<file path="src/rtl/alu_flag_pkg.sv">
package alu_flag_pkg;
  localparam int DATA_W = 8;

  typedef enum logic [2:0] {
    CMD_NOP  = 3'd0,
    CMD_ADD  = 3'd1,
    CMD_ADDC = 3'd2,
    CMD_SUBB = 3'd3,
    CMD_LDA  = 3'd4,
    CMD_LDSW = 3'd5
  } cmd_e;

  // status bit positions
  localparam int SW_CY  = 7;
  localparam int SW_AC  = 6;
  localparam int SW_F0  = 5;
  localparam int SW_RS1 = 4;
  localparam int SW_RS0 = 3;
  localparam int SW_OV  = 2;
  localparam int SW_SP  = 1;
  localparam int SW_P   = 0;

  typedef struct packed {
    logic cy;
    logic ac;
    logic ov;
  } arith_flags_t;
endpackage

</file>
<file path="src/rtl/afu_adder.sv">
module afu_adder #(
  parameter int DATA_W = 8,
  parameter int NIB_W  = 4,
  parameter int LO_LIM = 10
) (
  input  logic [DATA_W-1:0] a_i,
  input  logic [DATA_W-1:0] b_i,
  input  logic              cy_i,
  input  logic              sub_i,
  input  logic              use_cy_i,
  output logic [DATA_W-1:0] res_o,
  output alu_flag_pkg::arith_flags_t flags_o
);
  localparam int MID_W = DATA_W - 1 - NIB_W;

  logic [DATA_W-1:0] b_x;
  logic              cin;
  logic [NIB_W-1:0]  s_lo;
  logic [MID_W-1:0]  s_mid;
  logic              s_top;
  logic              c_lo, c_mid, c_out;

  always_comb begin
    // subtraction as a + ~b + ~borrow
    b_x = sub_i ? ~b_i : b_i;
    if (sub_i)       cin = ~cy_i;
    else if (use_cy_i) cin = cy_i;
    else             cin = 1'b0;

    {c_lo, s_lo} = {1'b0, a_i[NIB_W-1:0]} + {1'b0, b_x[NIB_W-1:0]}
                 + {{NIB_W{1'b0}}, cin};
    {c_mid, s_mid} = {1'b0, a_i[DATA_W-2:NIB_W]} + {1'b0, b_x[DATA_W-2:NIB_W]}
                   + {{MID_W{1'b0}}, c_lo};
    {c_out, s_top} = {1'b0, a_i[DATA_W-1]} + {1'b0, b_x[DATA_W-1]} + {1'b0, c_mid};

    res_o = {s_top, s_mid, s_lo};

    if (sub_i) begin
      flags_o.cy = ~c_out;
      flags_o.ac = ~c_lo;
    end else begin
      flags_o.cy = c_out;
      flags_o.ac = c_lo | (32'(s_lo) >= LO_LIM);
    end
    // carry into msb differs from carry out of msb
    flags_o.ov = c_mid ^ c_out;
  end
endmodule

</file>
<file path="src/rtl/afu_parity.sv">
module afu_parity #(
  parameter int DATA_W = 8
) (
  input  logic [DATA_W-1:0] d_i,
  output logic              p_o
);
  logic [DATA_W:0] chain;
  assign chain[0] = 1'b0;
  for (genvar i = 0; i < DATA_W; i++) begin : g_chain
    assign chain[i+1] = chain[i] ^ d_i[i];
  end
  assign p_o = chain[DATA_W];
endmodule

</file>
<file path="src/rtl/alu_flag_unit.sv">
module alu_flag_unit
  import alu_flag_pkg::*;
#(
  parameter int DW = alu_flag_pkg::DATA_W
) (
  input  logic          clk_i,
  input  logic          rst_ni,
  input  logic [2:0]    cmd_i,
  input  logic [DW-1:0] data_i,
  output logic [DW-1:0] acc_o,
  output logic [DW-1:0] psw_o
);
  logic [DW-1:0] acc_q, acc_d;
  logic [DW-1:1] sw_q, sw_d;
  logic [DW-1:0] sum;
  arith_flags_t  fl;
  logic          is_arith, is_sub, use_cy, par;

  always_comb begin
    is_arith = (cmd_i == CMD_ADD) || (cmd_i == CMD_ADDC) || (cmd_i == CMD_SUBB);
    is_sub   = (cmd_i == CMD_SUBB);
    use_cy   = (cmd_i == CMD_ADDC);
  end

  afu_adder #(.DATA_W(DW), .NIB_W(4), .LO_LIM(10)) u_add (
    .a_i      (acc_q),
    .b_i      (data_i),
    .cy_i     (sw_q[SW_CY]),
    .sub_i    (is_sub),
    .use_cy_i (use_cy),
    .res_o    (sum),
    .flags_o  (fl)
  );

  always_comb begin
    acc_d = acc_q;
    sw_d  = sw_q;
    if (is_arith) begin
      acc_d         = sum;
      sw_d[SW_CY]   = fl.cy;
      sw_d[SW_AC]   = fl.ac;
      sw_d[SW_OV]   = fl.ov;
    end else if (cmd_i == CMD_LDA) begin
      acc_d = data_i;
    end else if (cmd_i == CMD_LDSW) begin
      sw_d = data_i[DW-1:1];
    end
  end

  always_ff @(posedge clk_i or negedge rst_ni) begin
    if (!rst_ni) begin
      acc_q <= '0;
      sw_q  <= '0;
    end else begin
      acc_q <= acc_d;
      sw_q  <= sw_d;
    end
  end

  afu_parity #(.DATA_W(DW)) u_par (.d_i(acc_q), .p_o(par));

  assign acc_o = acc_q;
  assign psw_o = {sw_q, par};
endmodule

</file>
<file path="config.mk">
export PLATFORM = sky130hd
export DESIGN_NAME = alu_flag_unit
export DESIGN_NICKNAME = d
export VERILOG_FILES = /design/src/rtl/alu_flag_pkg.sv /design/src/rtl/afu_adder.sv /design/src/rtl/afu_parity.sv /design/src/rtl/alu_flag_unit.sv
export SDC_FILE = /design/constraint.sdc
export NUM_CORES = 1
export LEC_CHECK = 0
export BUFFER_PORTS_ARGS = -buffer_cell sky130_fd_sc_hd__buf_2
export CORE_MARGIN = 2
export CORE_UTILIZATION = 55
export CTS_BUF_LIST = sky130_fd_sc_hd__clkbuf_8
export DETAILED_ROUTE_END_ITERATION = 12
export PLACE_DENSITY = 0.78
export SETUP_SLACK_MARGIN = 0.4
export SLEW_MARGIN = 30
export SYNTH_ARGS = -nofsm -noshare
export SYNTH_HDL_FRONTEND = slang
export SYNTH_SLANG_ARGS = --single-unit
</file>
<file path="constraint.sdc">
create_clock -name clk_i -period 7.6 [get_ports clk_i]
set_input_delay 0.76 -clock clk_i [delete_from_list [all_inputs] [get_ports clk_i]]
set_output_delay 0.76 -clock clk_i [all_outputs]
set_load 0.03 [all_outputs]
</file>
==> flow_metrics.tcl, run 1 <==
set metrics [dict create \
    port_buffers 28 \
    p_clk_share_pct 10.7 \
    drcViolationCount 0 \
    cts_setup_buffers 0 \
    n_antenna_cell 0 \
    status "completed" \
    initial_core_util_pct 57.9 \
    synth_xor_area_share_pct 14.5 \
    end_kind "register" \
    post-synth-top-count-cell "nand2_1" \
    grt_use_met3_pct 2.59 \
    yosysTopAreaCell "dfrtp_1" \
    avgRoutedWirePerCell_um 13.3 \
    hold_class "input pin to asynchronous set/reset pin" \
    switching_share_pct 50.6 \
    path_max_fanout 24 \
    reg2reg_from "sw_q[7]$_DFFE_PN0P_" \
    finalSetupTns_ns 0 \
    finalMaxSlewViolations 0 \
    period_minus_slack_ns 4.40 \
    power_leakage_nw 0.661 \
    clk_pin_slew_ns 0.06 \
    post-route-period-util_pct 57.9 \
    synthFlopType "dfrtp_1" \
    grt_pass1_wl_mm 4.44 \
    io_pins 29 \
    tritoncts "yes" \
    grt_overflow 0 \
    synthDistinctLibCells 33 \
    core_area_um2 2190 \
    synth_area_leaders "dfrtp_1 30%, xnor2_1 9.7%, nand2_1 8.0%, fa_1 7.9%, ha_1 4.9%" \
    netlist_area_um2 1270 \
    layout.nets 190 \
    fmax_mhz 227 \
    postRouteAntennaNets 0 \
    utilization_pct 64.9 \
    die_w_um 52.0 \
    synth_top_family_by_area "compound AO/OA/AOI/OAI gates" \
    seq_power_share_pct 24.5 \
    tightestPinTransition_ns 0.775 \
    syn2layout_area_growth_pct 12.1 \
    rsz0062_at_grt "false" \
    first_iter_violations 28 \
    die_area_um2 2710 \
    synthesis.nets 167 \
    relSlewSlack_pct 48.2 \
    die_h_um 52.0 \
    postSynthAreaPerCell_um2 8.81 \
    finalSetupViolCount 0 \
    antenna_found_initial 0 \
    synth_cells 144 \
    drtPass1Iterations 4 \
    ys.warnings.count 0 \
    cts_max_level 1 \
    crit_arrival_ns 4.57 \
    ir_worst_vdd_mv 0.343 \
    worstSetupPathType "input pin to register" \
    hold_buffers 0 \
    clk_latency_ns 0.25 \
    yosys.area_share.simple_pct 15.6 \
    drive_gt1_share_pct 22.9 \
    finalHoldViolCount 0 \
    grt_pass1_vias 1018 \
    n_fill_cell 176 \
    synth-compound-area-share_pct 16.2 \
    grt.total_usage_pct 22.2 \
    dp_hpwl_mm 1.96 \
    cts_made_buffers 3 \
    r2r_slack_ns 4.08 \
    grtUsageMet1_pct 28.2 \
    powerDensity_nw_per_um2 435 \
    synth_seq_cells 15 \
    fin_skew_ns 0.00193 \
    cts_sinks 15 \
    grt_max_degree 25 \
    p_switching_uw 313 \
    viasPerCell 5.45 \
    critPathLaunchType "input pin" \
    clockRootBuffer "clkbuf_8" \
    globalplace.congestion 0.827 \
    synthMuxAreaShare_pct 4.34 \
    rows 17 \
    synth-edff-count 0 \
    wl_mm 2.58 \
    async_reset_ff_share_pct 100 \
    synthTopCellsByCount "27 x nand2_1, 15 x dfrtp_1, 14 x xnor2_1, 8 x a21oi_1, 7 x xor2_1" \
    holdWs_ns 0.405 \
    synth_fa_ha_area_share_pct 12.8 \
    vias 1057 \
    crit_required_ns 7.77 \
    pwr-share-comb_pct 64.7 \
    use_met2_pct 37.6 \
    ys_seq_area_share_pct 29.6 \
    cts_resized 0 \
    cts_buffer_depth 2 \
    cp-startpoint "cmd_i[2]" \
    top_usage_layer "met2" \
    internal_power_uw 306 \
    yosys.area.top_type_share_pct 29.6 \
    max_cap_viol_count 0 \
]
logic make-up (layout without fill, tap and decap cells):
kind of cell             Yosys count  count (layout)
multiplexers                       5               5
AO/OA/AOI/OAI                     33              33
AND/OR/NAND/NOR                   45              45
flip-flops                        15              15
buffers and inverters             15              37
adder cells (fa/ha/maj)           10              10
XOR/XNOR                          21              21
cell usage in the layout, fill, tap and decap left out, types with 2 or more instances in the layout:
master	instances
buf_2	28
nand2_1	27
dfrtp_1	15
xnor2_1	14
a21oi_1	8
xor2_1	7
o21ai_0	6
inv_1	5
nor2_1	5
fa_1	5
ha_1	5
mux2_2	4
a211oi_1	4
a31oi_1	4
and2_0	3
clkbuf_8	3
nor2b_1	2
a21o_1	2
a22o_1	2
nand2b_1	2
o22ai_1	2
o21ai_1	2
metal layers:
metal	share of wire, %	up-vias
met5	0	-
met2	49	22
met4	0.97	0
li1	-	530
met1	46	501
met3	4.1	4
through the flow:
stage / setup WS, ns / instances / total power, mW / instance area (um2)
after floorplan: 3.45 / 144 / 0.487 / 1270
after global placement: 3.07 / 190 / 0.545 / 1370
after detailed placement: 2.96 / 190 / 0.554 / 1380
after CTS: 3.20 / 194 / 0.625 / 1420
after global routing: 2.87 / 194 / 0.674 / 1420
final: 3.20 / 194 / 0.619 / 1420
power by group through the flow:
stage          logic (mW)  clock network (mW)  registers, mW
3_5_place_dp        0.400                   0          0.154
3_3_place_gp        0.393                   0          0.152
6_report            0.401              0.0663          0.152
4_1_cts             0.405              0.0671          0.152
5_1_grt             0.445              0.0718          0.158
2_1_floorplan       0.284                   0          0.204
path summary, 6_finish.rpt:
kind,endpoint,cells past startpoint
worst max-delay path,acc_o[7]$_DFFE_PN0P_,17
worst min-delay path,sw_q[2]$_DFFE_PN0P_,1
worst max register to register,acc_o[7]$_DFFE_PN0P_,15
worst min register to register,sw_q[4]$_DFFE_PN0P_,1
max in group asynchronous,sw_q[6]$_DFFE_PN0P_,1
min in group clk_i,sw_q[4]$_DFFE_PN0P_,1
final cells by class:
cell class                 instances  area [um2]  area share (%)
clock buffer                       3        41.3            2.90
clock inverter                     1        5.00           0.352
inverter                           5        18.8            1.32
multi-input combinational        114         807            56.7
sequential                        15         375            26.4
tap                               28        35.0            2.46
timing repair buffer              28         140            9.85
flip-flops by register name, indices dropped and copies added, names as in the netlist:
register / count
sw_q: 7
acc_o: 8
worst max-delay path, cell delays in order:
cell and delay (ns):
buf_2 0.35, nor2b_1 0.13, nand2_2 0.26, xor2_1 0.23
fa_1 0.22, inv_1 0.06, fa_1 0.39, a21o_1 0.19
a21oi_1 0.22, inv_1 0.08, fa_1 0.41, a21o_1 0.19
a21oi_1 0.27, fa_1 0.46, nor2_1 0.11, a211oi_1 0.06
a31oi_1 0.17
Note: power is estimated with default switching activity, not from simulation.
==> run 2: changes to the inputs <==
Settings changed: ABC_AREA set to 1, PLACE_DENSITY 0.78 to 0.79.
Clock period 7.6 ns to 4.4 ns, I/O delays scaled along.
==> flow_metrics.tcl, run 2 <==
set metrics [dict create \
    status "completed" \
    core_area_um2 2020 \
    port_buffers 28 \
    crit_arrival_ns 3.43 \
    holdWs_ns 0.0829 \
    cts_max_level 1 \
    layout_common_cells "32 x nand2_1, 28 x buf_2, 21 x inv_1" \
    path_max_fanout 11 \
    worst_slack_ns 1.13 \
    drtPass1Iterations 4 \
    initial_core_util_pct 59.5 \
    wl_mm 2.63 \
    die_area_um2 2580 \
    placedCellCount 194 \
    cp_cell_sequence "buf_2 -> nor2_2 -> nand2_2 -> xor2_1 -> fa_1 -> inv_1 -> fa_1 -> nand3_1 -> nand2_1 -> fa_1 -> nand3_1 -> nand2_1 -> inv_1 -> fa_1 -> o221ai_1" \
    finalSetupViolCount 0 \
    grt_overflow 0 \
    finalPower_mw 1.02 \
    synth_seq_cells 15 \
    max_cap_viol_count 0 \
    grt_use_met3_pct 2.98 \
    cts_buffer_depth 2 \
    globalplace.congestion 0.875 \
    synth-edff-count 0 \
    synth_cells 144 \
    power_leakage_nw 0.732 \
    finalSetupTns_ns 0 \
    fin_cells 198 \
    drcViolationCount 0 \
    period_minus_slack_ns 3.27 \
    antenna_found_initial 0 \
    tightestPinTransition_ns 0.677 \
    synthFlopType "dfrtp_1" \
    first_iter_violations 33 \
    cts_made_buffers 3 \
    async_reset_ff_share_pct 100 \
    avgRoutedWirePerCell_um 13.3 \
    relSlewSlack_pct 54.8 \
    tritoncts "yes" \
    finalHoldViolCount 0 \
    yosys.area.top_type_share_pct 31.2 \
    grt_pass1_vias 1060 \
    ir_worst_vdd_mv 0.430 \
    synthesis.nets 167 \
    cts_resized 0 \
    dp_hpwl_mm 2.10 \
    worst_path_most_repeated_cell "fa_1" \
    yosysTopAreaCell "dfrtp_1" \
    cp_slowest_cell "fa_1" \
    hold_buffers 0 \
    ys_seq_area_share_pct 31.2 \
    grt_pass1_wl_mm 4.44 \
    crit_required_ns 4.56 \
    seq_area_um2 375 \
    grt_max_degree 16 \
    use_met2_pct 37.7 \
    synthTopCellsByCount "32 x nand2_1, 21 x inv_1, 16 x nand3_1, 15 x dfrtp_1, 9 x xor2_1" \
    dp_slack_ns 0.887 \
    synth_area_leaders "dfrtp_1 31%, nand2_1 10%, fa_1 8.3%, nand3_1 6.7%, inv_1 6.5%" \
    post-synth-top-count-cell "nand2_1" \
    grtUsageMet1_pct 31.1 \
    clockRootBuffer "clkbuf_8" \
    final_common_cell "nand2_1" \
    post-route-period-util_pct 74.4 \
    hold_class "input pin to asynchronous set/reset pin" \
    die_w_um 50.8 \
    io_pins 29 \
    reg2reg_from "sw_q[7]$_DFFE_PN0P_" \
    cts_setup_buffers 0 \
    rsz0062_at_grt "false" \
    top_usage_layer "met2" \
    synthDistinctLibCells 25 \
    clk_latency_ns 0.25 \
    cp_slowest_stage_delay_ns 0.43 \
    viasPerCell 5.40 \
    grt.total_usage_pct 23.2 \
    fmax_mhz 305 \
    cp-startpoint "cmd_i[2]" \
    syn2layout_area_growth_pct 14.8 \
    n_fill_cell 174 \
    largest_reg_flops 8 \
    critPathLaunchType "input pin" \
    fin_skew_ns 0.000743 \
    rows 16 \
    ys.warnings.count 0 \
    layout.nets 195 \
    postRouteAntennaNets 0 \
    powerDensity_nw_per_um2 738 \
    n_antenna_cell 0 \
    finalMaxSlewViolations 0 \
    end_kind "register" \
    vias 1070 \
    cts_sinks 15 \
    die_h_um 50.8 \
    clk_pin_slew_ns 0.06 \
    worstSetupPathType "input pin to register" \
    drive_gt1_share_pct 25.1 \
    multi_input_area_um2 699 \
    postSynthAreaPerCell_um2 8.36 \
    netlist_area_um2 1200 \
]
==> run 2: cell types whose count changed after synthesis, sizes merged, moves of 3 or more <==
cell	delta
inv	+18
nand3	+17
xnor2	-9
o221ai	+6
nand2	+5
a211oi	-4
a31oi	-4
mux2	-4
and2	-3
buf	-3
==> run 2: worst max-delay path, delay by kind of cell <==
family	cells	cell delay [ns]
xor gates and xnor gates	1	0.26
AOI/OAI and AO/OA	1	0.22
and+or+nand+nor	6	0.76
adders and majority gates	4	1.46
buffers and inverters	3	0.28
==> run 2: per-stage QoR <==
stage | util [%] | instance area [um2]
after global routing | 68.3 | 1380
after global placement | 66.0 | 1340
after floorplan | - | 1200
final | 68.3 | 1380
after detailed placement | 66.0 | 1340
after CTS | 68.3 | 1380
==> run 2: cells by family (layout without fill, tap and decap cells) <==
logic type | count (synthesis) | in the layout | share of synthesized area, %
AO/OA/AOI/OAI | 21 | 21 | 13.0
AND/OR/NAND/NOR | 56 | 56 | 21.4
buffers and inverters | 28 | 55 | 10.7
flip-flops | 15 | 15 | 31.2
adder cells (fa/ha/maj) | 10 | 10 | 13.5
XOR/XNOR | 14 | 14 | 10.2
==> run 2: layout make-up <==
type	instances	area share, %
Clock buffer	3	2.99
Clock inverter	1	0.362
Inverter	23	6.25
Multi-Input combinational cell	101	50.6
Sequential cell	15	27.2
Tap cell	27	2.45
Timing Repair Buffer	28	10.1
==> run 2: layer usage <==
metal	vias to the layer above	routed length, um
met5	-	0
met4	0	51
met3	7	106
met2	35	1310
met1	505	1160
li1	523	-
==> run 2: final timing paths <==
kind | slack, ns | cells past startpoint | to
worst max-delay path | 1.13 | 15 | acc_o[7]$_DFFE_PN0P_
worst min-delay path | 0.08 | 1 | sw_q[3]$_DFFE_PN0P_
worst max register to register | 1.42 | 15 | sw_q[2]$_DFFE_PN0P_
worst min register to register | 0.49 | 2 | sw_q[3]$_DFFE_PN0P_
max in group asynchronous | 4.07 | 1 | sw_q[7]$_DFFE_PN0P_
min in group clk_i | 0.42 | 3 | sw_q[6]$_DFFE_PN0P_
==> run 2: power by group <==
| part | internal, mW | leakage [nW] | switching, mW | total [mW] |
|---|---|---|---|---|
| Sequential | 0.193 | 0.183 | 0.0611 | 0.254 |
| Clock | 0.0628 | 0.0255 | 0.0520 | 0.115 |
| Combinational | 0.235 | 0.524 | 0.416 | 0.651 |
| Total | 0.491 | 0.732 | 0.529 | 1.02 |
